<file path="config.mk">
export PLATFORM = sky130hd
export DESIGN_NAME = gray_strobe_seq
export DESIGN_NICKNAME = d
export VERILOG_FILES = /design/src/rtl/gseq_pkg.sv /design/src/rtl/gseq_counter.sv /design/src/rtl/gseq_strobe_map.sv /design/src/rtl/gray_strobe_seq.sv
export SDC_FILE = /design/constraint.sdc
export NUM_CORES = 1
export LEC_CHECK = 0
export BUFFER_PORTS_ARGS = -buffer_cell sky130_fd_sc_hd__buf_2
export CAP_MARGIN = 0
export CORE_AREA = 8 8 45 47
export CTS_BUF_LIST = sky130_fd_sc_hd__clkbuf_16
export CTS_CLUSTER_DIAMETER = 80
export DETAILED_ROUTE_END_ITERATION = 16
export DIE_AREA = 0 0 53 55
export PLACE_DENSITY_LB_ADDON = 0.08
export SLEW_MARGIN = 20
export SYNTH_ARGS = -nofsm -noshare
export SYNTH_HDL_FRONTEND = slang
export SYNTH_SLANG_ARGS = --single-unit
</file>
<file path="constraint.sdc">
create_clock -name clk -period 1.5 [get_ports clk]
set_input_delay 0.075 -clock clk [delete_from_list [all_inputs] [get_ports clk]]
set_output_delay 0.075 -clock clk [all_outputs]
set_load 0.05 [all_outputs]
</file>
<file path="src/rtl/gseq_pkg.sv">
package gseq_pkg;
  localparam int unsigned STEP_W = 2;
  typedef logic [STEP_W-1:0] step_t;
  typedef logic [1:0]        code_t;

  // Last step index for a walk length: 4-edge walk ends at 3, 2-edge at 1.
  function automatic step_t last_step(input logic short_len);
    return short_len ? step_t'(1) : step_t'(3);
  endfunction

  // Binary to reflected Gray.
  function automatic code_t to_gray(input step_t s);
    return code_t'(s ^ (s >> 1));
  endfunction
endpackage

</file>
<file path="src/rtl/gseq_counter.sv">
module gseq_counter
  import gseq_pkg::*;
(
  input  logic  clk,
  input  logic  clr_n,
  input  logic  start,
  input  logic  dir_in,
  input  logic  short_in,
  output step_t cnt_q,
  output step_t cnt_d,
  output logic  busy_q,
  output logic  dir_q,
  output logic  dir_d,
  output logic  launch,
  output logic  wrap
);
  logic  short_q, short_d, busy_d;

  assign launch = start & ~busy_q;
  assign wrap   = busy_q & (cnt_q == last_step(short_q));

  always_comb begin
    cnt_d   = cnt_q;
    busy_d  = busy_q;
    dir_d   = dir_q;
    short_d = short_q;
    if (!clr_n) begin
      cnt_d   = '0;
      busy_d  = 1'b0;
      dir_d   = 1'b0;
      short_d = 1'b0;
    end else if (launch) begin
      cnt_d   = step_t'(1);
      busy_d  = 1'b1;
      dir_d   = dir_in;
      short_d = short_in;
    end else if (wrap) begin
      cnt_d  = '0;
      busy_d = 1'b0;
    end else if (busy_q) begin
      cnt_d = cnt_q + step_t'(1);
    end
  end

  always_ff @(posedge clk) begin
    cnt_q   <= cnt_d;
    busy_q  <= busy_d;
    dir_q   <= dir_d;
    short_q <= short_d;
  end

  AST_CFG_HELD: assert property (@(posedge clk) disable iff (!clr_n)
    busy_q |=> ($stable(dir_q) && $stable(short_q))) else $error("cfg changed");
  AST_BUSY_START_IGNORED: assert property (@(posedge clk) disable iff (!clr_n)
    (busy_q && start) |=> (cnt_q != step_t'(1))) else $error("start while busy");
  AST_STEP_ADVANCE: assert property (@(posedge clk) disable iff (!clr_n)
    busy_q |=> ((cnt_q == $past(cnt_q) + step_t'(1)) || (cnt_q == '0 && !busy_q)))
    else $error("step skip");
endmodule

</file>
<file path="src/rtl/gseq_strobe_map.sv">
module gseq_strobe_map
  import gseq_pkg::*;
(
  input  step_t step,
  input  logic  dir_rev,
  output code_t code
);
  code_t g;
  assign g = to_gray(step);
  // Forward walk leads with wire A: swap the two Gray bits through a mux pair.
  assign code[1] = dir_rev ? g[1] : g[0];
  assign code[0] = dir_rev ? g[0] : g[1];
endmodule

</file>
<file path="src/rtl/gray_strobe_seq.sv">
module gray_strobe_seq
  import gseq_pkg::*;
(
  input  logic       clk,
  input  logic       clr_n,
  input  logic       start,
  input  logic       dir_rev,
  input  logic       short_len,
  output logic       strobe_a,
  output logic       strobe_b,
  output logic       idle,
  output logic [1:0] step_idx
);
  step_t cnt_q, cnt_d;
  logic  busy_q, dir_q, dir_d, launch, wrap;
  code_t code_d;

  gseq_counter u_cnt (
    .clk(clk), .clr_n(clr_n), .start(start), .dir_in(dir_rev),
    .short_in(short_len), .cnt_q(cnt_q), .cnt_d(cnt_d), .busy_q(busy_q),
    .dir_q(dir_q), .dir_d(dir_d), .launch(launch), .wrap(wrap)
  );

  gseq_strobe_map u_map (.step(cnt_d), .dir_rev(dir_d), .code(code_d));

  always_ff @(posedge clk) begin
    strobe_a <= code_d[1];
    strobe_b <= code_d[0];
  end

  assign idle     = ~busy_q;
  assign step_idx = cnt_q;

  AST_CLEAR_REST: assert property (@(posedge clk)
    !clr_n |=> (idle && step_idx == 2'd0 && !strobe_a && !strobe_b))
    else $error("clear");
  AST_ONE_WIRE: assert property (@(posedge clk) disable iff (!clr_n)
    1'b1 |=> ($countones({strobe_a, strobe_b} ^ $past({strobe_a, strobe_b})) <= 1))
    else $error("two wires moved");
  AST_IDLE_AT_ZERO: assert property (@(posedge clk) disable iff (!clr_n)
    idle |-> (!strobe_a && !strobe_b)) else $error("idle with strobe");
  AST_LAUNCH_DROPS_IDLE: assert property (@(posedge clk) disable iff (!clr_n)
    launch |=> (!idle && (strobe_a ^ strobe_b))) else $error("launch");
  AST_WRAP_ENDS: assert property (@(posedge clk) disable iff (!clr_n)
    wrap |=> (idle && !strobe_a && !strobe_b)) else $error("wrap");
endmodule

</file>
==> results of run 1 <==
==> state kept, by name, summed over array words and instances, names as in the netlist <==
signal	count
u_cnt.dir_q	1
u_cnt.cnt_q	2
strobe_a	1
u_cnt.short_q	1
strobe_b	1
u_cnt.busy_q	1
==> cells by family after synthesis <==
kind of cell	share of synthesized area
simple gates	0.1623
flops	0.4912
compound gates	0.1316
buf+inv	0.05262
xor+xnor	0.09212
mux	0.07018
==> stage by stage <==
step	hold WS [ps]	util	cells	power [mW]
2_1_floorplan	213.3	-	30	0.3063
5_1_grt	134.8	0.3128	59	0.8104
3_3_place_gp	316.3	0.2532	55	0.3346
4_1_cts	84.59	0.3101	59	0.7912
6_report	86.97	0.3128	59	0.7760
3_5_place_dp	325.2	0.2532	55	0.3354
==> metal layers <==
layer	vias up	global-route usage	part of all wire
li1	124	-	-
met1	105	0.04601	0.38
met2	5	0.08398	0.52
met3	2	0.03743	0.087
met4	0	0.06466	0.012
met5	-	0	0
==> report_power, final <==
part	total [mW]	switching (mW)	internal [mW]
logic	0.114	0.0800	0.0343
registers	0.219	0.0136	0.205
clock network	0.443	0.0965	0.346
==> cell usage in the layout, fill, tap and decap left out, drive strengths merged <==
master,Yosys,final
buf,0,9
dfxtp,7,7
inv,4,5
nand2,3,3
clkbuf,0,3
nor2,2,2
xor2,2,2
nor2b,2,2
mux2i,2,2
o21ai,2,2
nor3,1,1
a211oi,1,1
nor3b,1,1
o221ai,1,1
xnor2,1,1
a31oi,1,1
==> final cells by class <==
type | instances | area share
sequential | 7 | 0.3237
multi-input combinational | 19 | 0.3092
clock buffer | 3 | 0.1734
timing repair buffer | 9 | 0.1040
tap | 16 | 0.04624
inverter | 4 | 0.03468
clock inverter | 1 | 0.008671
==> worst max-delay path, stage by stage, from the launching register on <==
cell and delay (ps):
dfxtp_1 370, nor2b_1 290, mux2i_2 330, nand2_1 100, xor2_1 140
==> worst min-delay path by stage <==
stage / from / end / slack [ps] / cells past startpoint
global route: short_len / u_cnt.short_q / 130 / 3
detailed placement: short_len / u_cnt.short_q / 330 / 3
floorplan: clr_n / u_cnt.busy_q / 210 / 2
global placement: short_len / u_cnt.short_q / 320 / 3
CTS: short_len / u_cnt.short_q / 80 / 3
finish: short_len / u_cnt.short_q / 90 / 3
==> results by group, run 1 <==
Floorplan
  • Core area: 1384 um^2
  • Starting Density: 0.2061
  • Die Span Y: 55 um
  • IO Pins: 10
  • Area of the die: 2915 um^2
  • Chip Width: 53 um
  • Rows: 14

Yosys
  • Post-synth top area share: 0.4912
  • Synth cell count leaders: dfxtp_1, inv_1, nand2_1
  • Count leader, synth: dfxtp_1
  • Number of enable flip-flop cells after synthesis: 0
  • Yosys cell types: 16
  • Syn_nets: 35
  • Seq/Total Area, Yosys: 0.4912
  • Cell taking the most area after synthesis: dfxtp_1
  • Syn Area/Cell: 9.509 um^2
  • Synthesis-stage register bit count: 7
  • Number of warnings issued by yosys: 0
  • Post-Synthesis Cells: 30
  • Ys async rst share: 0
  • Main synth FF type: dfxtp_1
  • Top post-synthesis cells by area: dfxtp_1, mux2i_1, xor2_1
  • Post-synthesis cell area: 285.3 um^2

Final layout
  • Layout cells sized above 1: 0.3488
  • Number of fill cells: 161
  • Sequential cell area: 140.1 um^2
  • Diode count: 0
  • Area of the multi-input gates: 133.9 um^2
  • Fin area: 432.9 um^2
  • Area growth syn-to-layout: 51.75%
  • Fin nets: 49

Worst setup path
  • Worst r2r path cells: 4
  • CP required: 1600 ps
  • R2r setup slk: 140 ps
  • Critical Path AT: 1460 ps
  • Crit Path Max Fanout: 8
  • Reg2reg start: u_cnt.busy_q
  • Worst Setup End Kind: register
  • Crit Path Category: reg -> reg
  • Critical Path Start: u_cnt.busy_q
  • Worst setup path end: strobe_b
  • R2R Path End: strobe_b
  • Crit path launch type: register

STA
  • Final period util: 0.9059
  • Setup TNS: 0 ps
  • Final Hold Vio Count: 0
  • Max-slew violations: 0
  • Final Skew: 1.300 ps
  • Tmin final: 1359 ps
  • Final WS setup: 141.2 ps
  • Slew headroom: 0.7452
  • RSZ-0062 raised after global routing: false
  • Setup Viol. Count Final: 0
  • Worst Tran Pin Value: 382.2 ps
  • Max Freq: 735.9 MHz

CTS
  • CTS Buffer Depth: 2
  • CTS Buf Count: 3
  • # hold bufs at CTS: 0
  • CTS tree: done
  • Post-cts sizing count: 0
  • H-tree lvl count: 1
  • Clk Latency, worst-skew pair: 230 ps
  • Clk root buf: clkbuf_16
  • Number of clock sinks: 7
  • Post-CTS Setup Inserts: 0
  • Clock Pin Slew Worst Setup and Hold Paths: 40 ps

Detailed routing
  • Routed len/inst: 11.51 um
  • Routed wire length: 679 um
  • DR iter-0 viols: 2
  • Via/cell ratio: 4.000
  • Vias: 236
  • DR DRC count: 0
  • DRT Pass-1 Iters: 3
  • Antenna Nets Post-Route: 0

Place
  • RD Place Congestion: 0.6308
  • Port buffer count: 9
  • Placed cell areas: 350.3 um^2
  • DP Worst Slack: 137.3 ps

Flow run
  • Max Cap Viol: 0

Worst hold path
  • Hold WC Path Type: in -> reg

Global routing
  • Vias in the first global route: 249
  • Largest net degree at the start of global routing: 9
  • GR Overflow Total: 0
  • GRT Total Usage: 0.05592
  • Initial antenna violation count: 0
  • Global-route wire length before repair: 1083 um

Power and ir drop
  • Worst vdd ir: 0.8062 mV
  • Power Density: 1793 nW/um^2
  • Leak: 0.2026 nW

Outcome
  • Outcome: complete, no violations
No activity file was read; power rests on OpenSTA's default activity.
==> run 2: changes to the inputs <==
--- a/config.mk
+++ b/config.mk
@@ -5,13 +5,13 @@
 export SDC_FILE = /design/constraint.sdc
 export NUM_CORES = 1
 export LEC_CHECK = 0
-export BUFFER_PORTS_ARGS = -buffer_cell sky130_fd_sc_hd__buf_2
 export CAP_MARGIN = 0
 export CORE_AREA = 8 8 45 47
 export CTS_BUF_LIST = sky130_fd_sc_hd__clkbuf_16
 export CTS_CLUSTER_DIAMETER = 80
 export DETAILED_ROUTE_END_ITERATION = 16
 export DIE_AREA = 0 0 53 55
+export DONT_BUFFER_PORTS = 1
 export PLACE_DENSITY_LB_ADDON = 0.08
 export SLEW_MARGIN = 20
 export SYNTH_ARGS = -nofsm -noshare
==> run 2 against run 1 <==
  * Clock power hardly changed
  * First-iteration DRC count unchanged
  * Hold slack got worse by 80 ps
  * Via count is 5.1% lower
  * Combinational power down 36%
  * Fmax is 1.5% higher
  * Clock skew is essentially flat
  * Power down 1.3%
  * Wire length is 1.3% lower
  * Worst setup slack better by 20 ps
  * Count of clock-buffer cells in the layout is the same
  * Sequential cell count unchanged
  * Critical endpoint unchanged
  * Largest power group unchanged
==> results by group, run 2 (synthesized netlist as in run 1, its figures left out) <==
Final layout
  • Fin nets: 43 (-12%)
  • Fin area: 409.1 um^2 (-5.5%)
  • Area growth syn-to-layout: 43.42%
  • Most flop-heavy register: u_cnt.cnt_q
  • Diode count: 0 (unchanged)
  • Most frequent cells in the layout: dfxtp_1, inv_1, nand2_1, clkbuf_16
  • Commonest non-fill, non-tap cell in the layout: dfxtp_1
  • Layout cells sized above 1: 0.1892 (-0.1596)
  • Max reg flops: 2 (unchanged)
  • Number of fill cells: 159 (-1.2%)

Worst setup path
  • Crit Path Max Fanout: 8 (unchanged)
  • Crit path launch type: register
  • Critical path's top delay family: flip-flops
  • Buf+Inv Stages, Crit Path: 0 (unchanged)
  • Reg2reg start: u_cnt.busy_q
  • Worst Setup End Kind: register
  • CP required: 1600 ps (about the same)
  • Crit Path Category: reg -> reg
  • Critical Path Start: u_cnt.busy_q
  • Critical Path AT: 1440 ps (-20 ps)
  • Crit path cell chain: nor2b_1 -> mux2i_1 -> nand2_1 -> xor2_1
  • Crit-path slowest cell: dfxtp_1
  • Critical path's largest stage delay: 370 ps (about the same)

STA
  • Final Skew: 1.142 ps (-0.1577 ps)
  • Final Hold Vio Count: 0 (unchanged)
  • Tmin final: 1339 ps (-19.52 ps)
  • Final period util: 0.8929 (-0.01302)
  • Slew headroom: 0.6726 (-0.07264)
  • Max-slew violations: 0 (unchanged)
  • Min Hold Slack: 6.487 ps (-80.49 ps)
  • Worst Tran Pin Value: 490.4 ps (+108.3 ps)
  • Setup Viol. Count Final: 0 (unchanged)
  • Max Freq: 746.7 MHz (+1.5%)
  • Setup TNS: 0 ps (unchanged)
  • Final WS setup: 160.7 ps (+19.52 ps)
  • RSZ-0062 raised after global routing: false

CTS
  • Post-cts sizing count: 0 (unchanged)
  • Clk Latency, worst-skew pair: 230 ps (about the same)
  • CTS tree: done
  • Clock Pin Slew Worst Setup and Hold Paths: 40 ps (about the same)
  • Post-CTS Setup Inserts: 0 (unchanged)
  • CTS Buffer Depth: 2 (unchanged)
  • Number of clock sinks: 7 (unchanged)
  • # hold bufs at CTS: 1 (+1)
  • H-tree lvl count: 1 (unchanged)
  • CTS Buf Count: 3 (unchanged)
  • Clk root buf: clkbuf_16

Floorplan
  • Core area: 1384 um^2 (unchanged)
  • Area of the die: 2915 um^2 (unchanged)
  • IO Pins: 10 (unchanged)
  • Rows: 14 (unchanged)
  • Chip Width: 53 um (unchanged)
  • Starting Density: 0.2061 (unchanged)
  • Die Span Y: 55 um (unchanged)

Place
  • Placed cell areas: 320.3 um^2 (-8.6%)
  • DP Worst Slack: 151.0 ps (+13.75 ps)
  • RD Place Congestion: 0.6046 (-4.2%)
  • Port buffer count: 0 (-9)
  • Post-DP HPWL: 497.2 um

Detailed routing
  • Routed wire length: 670 um (-1.3%)
  • DR iter-0 viols: 2 (unchanged)
  • Vias: 224 (-5.1%)
  • DR DRC count: 0 (unchanged)
  • Antenna Nets Post-Route: 0 (unchanged)
  • DRT Pass-1 Iters: 3 (unchanged)
  • Via/cell ratio: 4.226 (+5.7%)
  • Routed len/inst: 12.64 um (+9.8%)

Flow run
  • Max Cap Viol: 0 (unchanged)

Power and ir drop
  • Worst vdd ir: 0.5249 mV (-35%)
  • Leak: 0.1791 nW (-12%)
  • Power Density: 1873 nW/um^2 (+4.5%)
  • Overall power: 0.7661 mW (-1.3%)

Global routing
  • GRT Total Usage: 0.05689 (+0.0009717)
  • Vias in the first global route: 248 (-0.40%)
  • GR Overflow Total: 0 (unchanged)
  • Largest net degree at the start of global routing: 9 (unchanged)
  • Global-route wire length before repair: 1076 um (-0.65%)
  • Initial antenna violation count: 0 (unchanged)

Worst hold path
  • HP Start: short_len
  • Hold WC Path Type: in -> reg

Outcome
  • Outcome: complete, no violations
[run 2: path summary, 6_finish.rpt]
| check | end | slack [ps] | cells after the start |
|---|---|---|---|
| worst max-delay path | strobe_b | 160 | 4 |
| worst min-delay path | u_cnt.short_q | 6 | 2 |
| worst max register to register | strobe_b | 160 | 4 |
| worst min register to register | u_cnt.dir_q | 530 | 2 |
[run 2: where the power goes]
part	internal, mW	switching, mW	total [mW]	leakage, nW
clock network	0.346	0.0982	0.445	0.0423
logic	0.0275	0.0455	0.0730	0.0787
registers	0.206	0.0430	0.249	0.0581
[run 2: final cells by class]
cell class              count  area, um^2  share of cell area
clock buffers               3       75.07              0.1835
repair buffers              3       25.02             0.06116
clock inverters             1       3.754            0.009174
multi-input cells          19       130.1              0.3180
inverters                   4       15.01             0.03670
flip-flops and latches      7       140.1              0.3425
well taps                  16       20.02             0.04893
[run 2: layer usage]
metal  track usage  wire (um)  vias up
met5             0          0        -
met2       0.08203        298        9
met3       0.04545         84        5
li1              -          -      115
met4       0.06466         29        0
met1       0.04573        257       95
[run 2: worst register-to-register path, stage by stage (launching register included)]
cell,delay (ps)
dfxtp_1,370
nor2b_1,250
mux2i_1,340
nand2_1,110
xor2_1,140
[run 2: stage by stage]
stage / instances / util
floorplan: 30 / -
global placement: 48 / 0.2315
detailed placement: 48 / 0.2315
CTS: 53 / 0.2957
global route: 53 / 0.2957
finish: 53 / 0.2957
==> run 3: changes to the inputs <==
--- a/config.mk
+++ b/config.mk
@@ -12,7 +12,7 @@
 export DETAILED_ROUTE_END_ITERATION = 16
 export DIE_AREA = 0 0 53 55
 export DONT_BUFFER_PORTS = 1
-export PLACE_DENSITY_LB_ADDON = 0.08
+export PLACE_DENSITY = 0.34
 export SLEW_MARGIN = 20
 export SYNTH_ARGS = -nofsm -noshare
 export SYNTH_HDL_FRONTEND = slang
==> run 3 against run 2 <==
  * Register-to-register slack is essentially flat
  * Count of clock-buffer cells in the layout is the same
  * Worst setup slack gained 4.2 ps
  * Largest power group unchanged
  * Fmax grew 0.31%
  * Clock power is essentially flat
  * Wire length shrank 6.4%
  * Clock skew grew 1.6 ps
  * Power grew 0.11%
  * Design area grew 2.4%
  * Critical endpoint unchanged
  * Largest cell class unchanged
==> results by group, run 3 (synthesized netlist as in run 1, its figures left out) <==
STA
  • Setup Viol. Count Final: 0 (unchanged)
  • Setup TNS: 0 ps (unchanged)
  • Max-slew violations: 0 (unchanged)
  • Worst Tran Pin Value: 494.8 ps (+4.360 ps)
  • Max Freq: 749.0 MHz (+0.31%)
  • Final Skew: 2.696 ps (+1.554 ps)
  • Slew headroom: 0.6697 (-0.002910)
  • Final WS setup: 164.9 ps (+4.174 ps)
  • Final period util: 0.8901 (-0.002783)
  • RSZ-0062 raised after global routing: false
  • Final Hold Vio Count: 0 (unchanged)
  • Tmin final: 1335 ps (-4.174 ps)

Detailed routing
  • DR DRC count: 0 (unchanged)
  • Routed wl met3: 59 um (-30%)
  • Vias: 235 (+4.9%)
  • Via/cell ratio: 4.352 (+3.0%)
  • DR iter-0 viols: 1 (-1)
  • Metal2 WL: 287 um (-3.7%)
  • Antenna Nets Post-Route: 0 (unchanged)
  • DRT Pass-1 Iters: 2 (-1)
  • Metal1 wirelength: 242 um (-5.8%)
  • Routed len/inst: 11.61 um (-8.2%)
  • Top sig layer: met4
  • Routed wire length: 627 um (-6.4%)

Floorplan
  • Die Span Y: 55 um (unchanged)
  • Starting Density: 0.2061 (unchanged)
  • Chip Width: 53 um (unchanged)
  • Rows: 14 (unchanged)
  • IO Pins: 10 (unchanged)
  • Core area: 1384 um^2 (unchanged)
  • Area of the die: 2915 um^2 (unchanged)

Worst setup path
  • Reg2reg start: u_cnt.busy_q
  • R2r setup slk: 160 ps (about the same)
  • Crit Path Max Fanout: 8 (unchanged)
  • Worst Setup End Kind: register
  • CP required: 1600 ps (about the same)
  • R2R Path End: strobe_b
  • Crit path launch type: register
  • Crit Path Category: reg -> reg
  • Worst r2r path cells: 4 (unchanged)
  • Critical Path AT: 1430 ps (about the same)

Worst hold path
  • HP Start: clr_n
  • Hold WC Path Type: in -> reg
  • Hold path depth: 2 (unchanged)
  • Hold endpoint: u_cnt.short_q

Place
  • DP Worst Slack: 153.3 ps (+2.314 ps)
  • Placed cell areas: 320.3 um^2 (unchanged)
  • Post-DP HPWL: 478.6 um (-3.7%)
  • RD Place Congestion: 0.6300 (+4.2%)
  • Port buffer count: 0 (unchanged)
  • Placed cell count: 48 (unchanged)

Final layout
  • Fin nets: 44 (+2.3%)
  • Most frequent cells in the layout: dfxtp_1, inv_1, nand2_1, clkbuf_16
  • Non-filler cells, final: 54 (+1.9%)
  • Area growth syn-to-layout: 46.93%
  • Final core occ: 0.3029 (+0.007233)
  • Commonest non-fill, non-tap cell in the layout: dfxtp_1
  • Layout cells sized above 1: 0.1842 (-0.004979)
  • Max reg flops: 2 (unchanged)
  • Most flop-heavy register: u_cnt.cnt_q
  • Fin area: 419.2 um^2 (+2.4%)
  • Diode count: 0 (unchanged)

Power and ir drop
  • Switching part of the total power: 0.2424 (-0.001376)
  • P_int: 0.5811 mW (+0.29%)
  • Reg power frac: 0.324 (about the same)
  • Comb pwr share: 0.096 (about the same)
  • Clk pwr share: 0.579 (about the same)
  • Worst vdd ir: 0.7047 mV (+34%)
  • Leak: 0.1833 nW (+2.3%)
  • Power Density: 1830 nW/um^2 (-2.3%)
  • Net Switching: 0.1859 mW (-0.46%)

CTS
  • Clock Pin Slew Worst Setup and Hold Paths: 40 ps (about the same)
  • # hold bufs at CTS: 2 (+1)
  • CTS Buf Count: 3 (unchanged)
  • CTS tree: done
  • Clk root buf: clkbuf_16
  • Clk Latency, worst-skew pair: 230 ps (about the same)
  • Number of clock sinks: 7 (unchanged)
  • Post-CTS Setup Inserts: 0 (unchanged)
  • Post-cts sizing count: 0 (unchanged)
  • H-tree lvl count: 1 (unchanged)
  • CTS Buffer Depth: 2 (unchanged)

Flow run
  • Max Cap Viol: 0 (unchanged)

Global routing
  • GR Overflow Total: 0 (unchanged)
  • Largest net degree at the start of global routing: 9 (unchanged)
  • Global-route wire length before repair: 972 um (-9.7%)
  • GRT Total Usage: 0.05422 (-0.002676)
  • Initial antenna violation count: 0 (unchanged)
  • Vias in the first global route: 239 (-3.6%)

Outcome
  • Outcome: complete, no violations
## run 3: cell types whose count changed in the layout (fill, tap and decap cells not counted)
cell           change
dlygate4sd3_1      +1
## run 3: cell type report
class                   instances  area (um^2)
fillers                       154        964.7
flip-flops and latches          7        140.1
multi-input cells              19        130.1
clock buffers                   3        75.07
repair buffers                  4        35.03
well taps                      16        20.02
inverters                       4        15.01
clock inverters                 1        3.754
## run 3: per-layer routing
metal / vias up / GRT usage
met3: 5 / 0.04545
li1: 116 / -
met5: - / 0
met1: 106 / 0.03823
met2: 8 / 0.07617
met4: 0 / 0.07759
## run 3: worst max-delay path, stage by stage, from the launching register on
cell	delay, ps
dfxtp_1	370
nor2b_1	240
mux2i_1	340
nand2_1	110
xor2_1	150
## run 3: worst max path at each step
stage / cells past startpoint / startpoint / to / slack (ps)
global route: 4 / u_cnt.busy_q / strobe_b / 70
finish: 4 / u_cnt.busy_q / strobe_b / 160
global placement: 4 / u_cnt.busy_q / strobe_b / 170
detailed placement: 4 / u_cnt.busy_q / strobe_b / 150
floorplan: 3 / u_cnt.cnt_q[0] / strobe_b / 50
CTS: 4 / u_cnt.busy_q / strobe_b / 150
## run 3: metrics by stage
stage	hold slack (ps)	total power, mW
2_1_floorplan	213.3	0.3063
5_1_grt	20.39	0.7990
3_3_place_gp	225.5	0.3223
3_5_place_dp	236.5	0.3233
4_1_cts	4.013	0.7776
6_report	1.615	0.7670
## run 3: power groups by stage
| stage | sequential [mW] | clock [mW] | combinational, mW |
|---|---|---|---|
| global placement | 0.251 | 0 | 0.0712 |
| CTS | 0.250 | 0.453 | 0.0753 |
| floorplan | 0.264 | 0 | 0.0424 |
| detailed placement | 0.252 | 0 | 0.0713 |
| global route | 0.252 | 0.466 | 0.0804 |
| finish | 0.249 | 0.444 | 0.0737 |
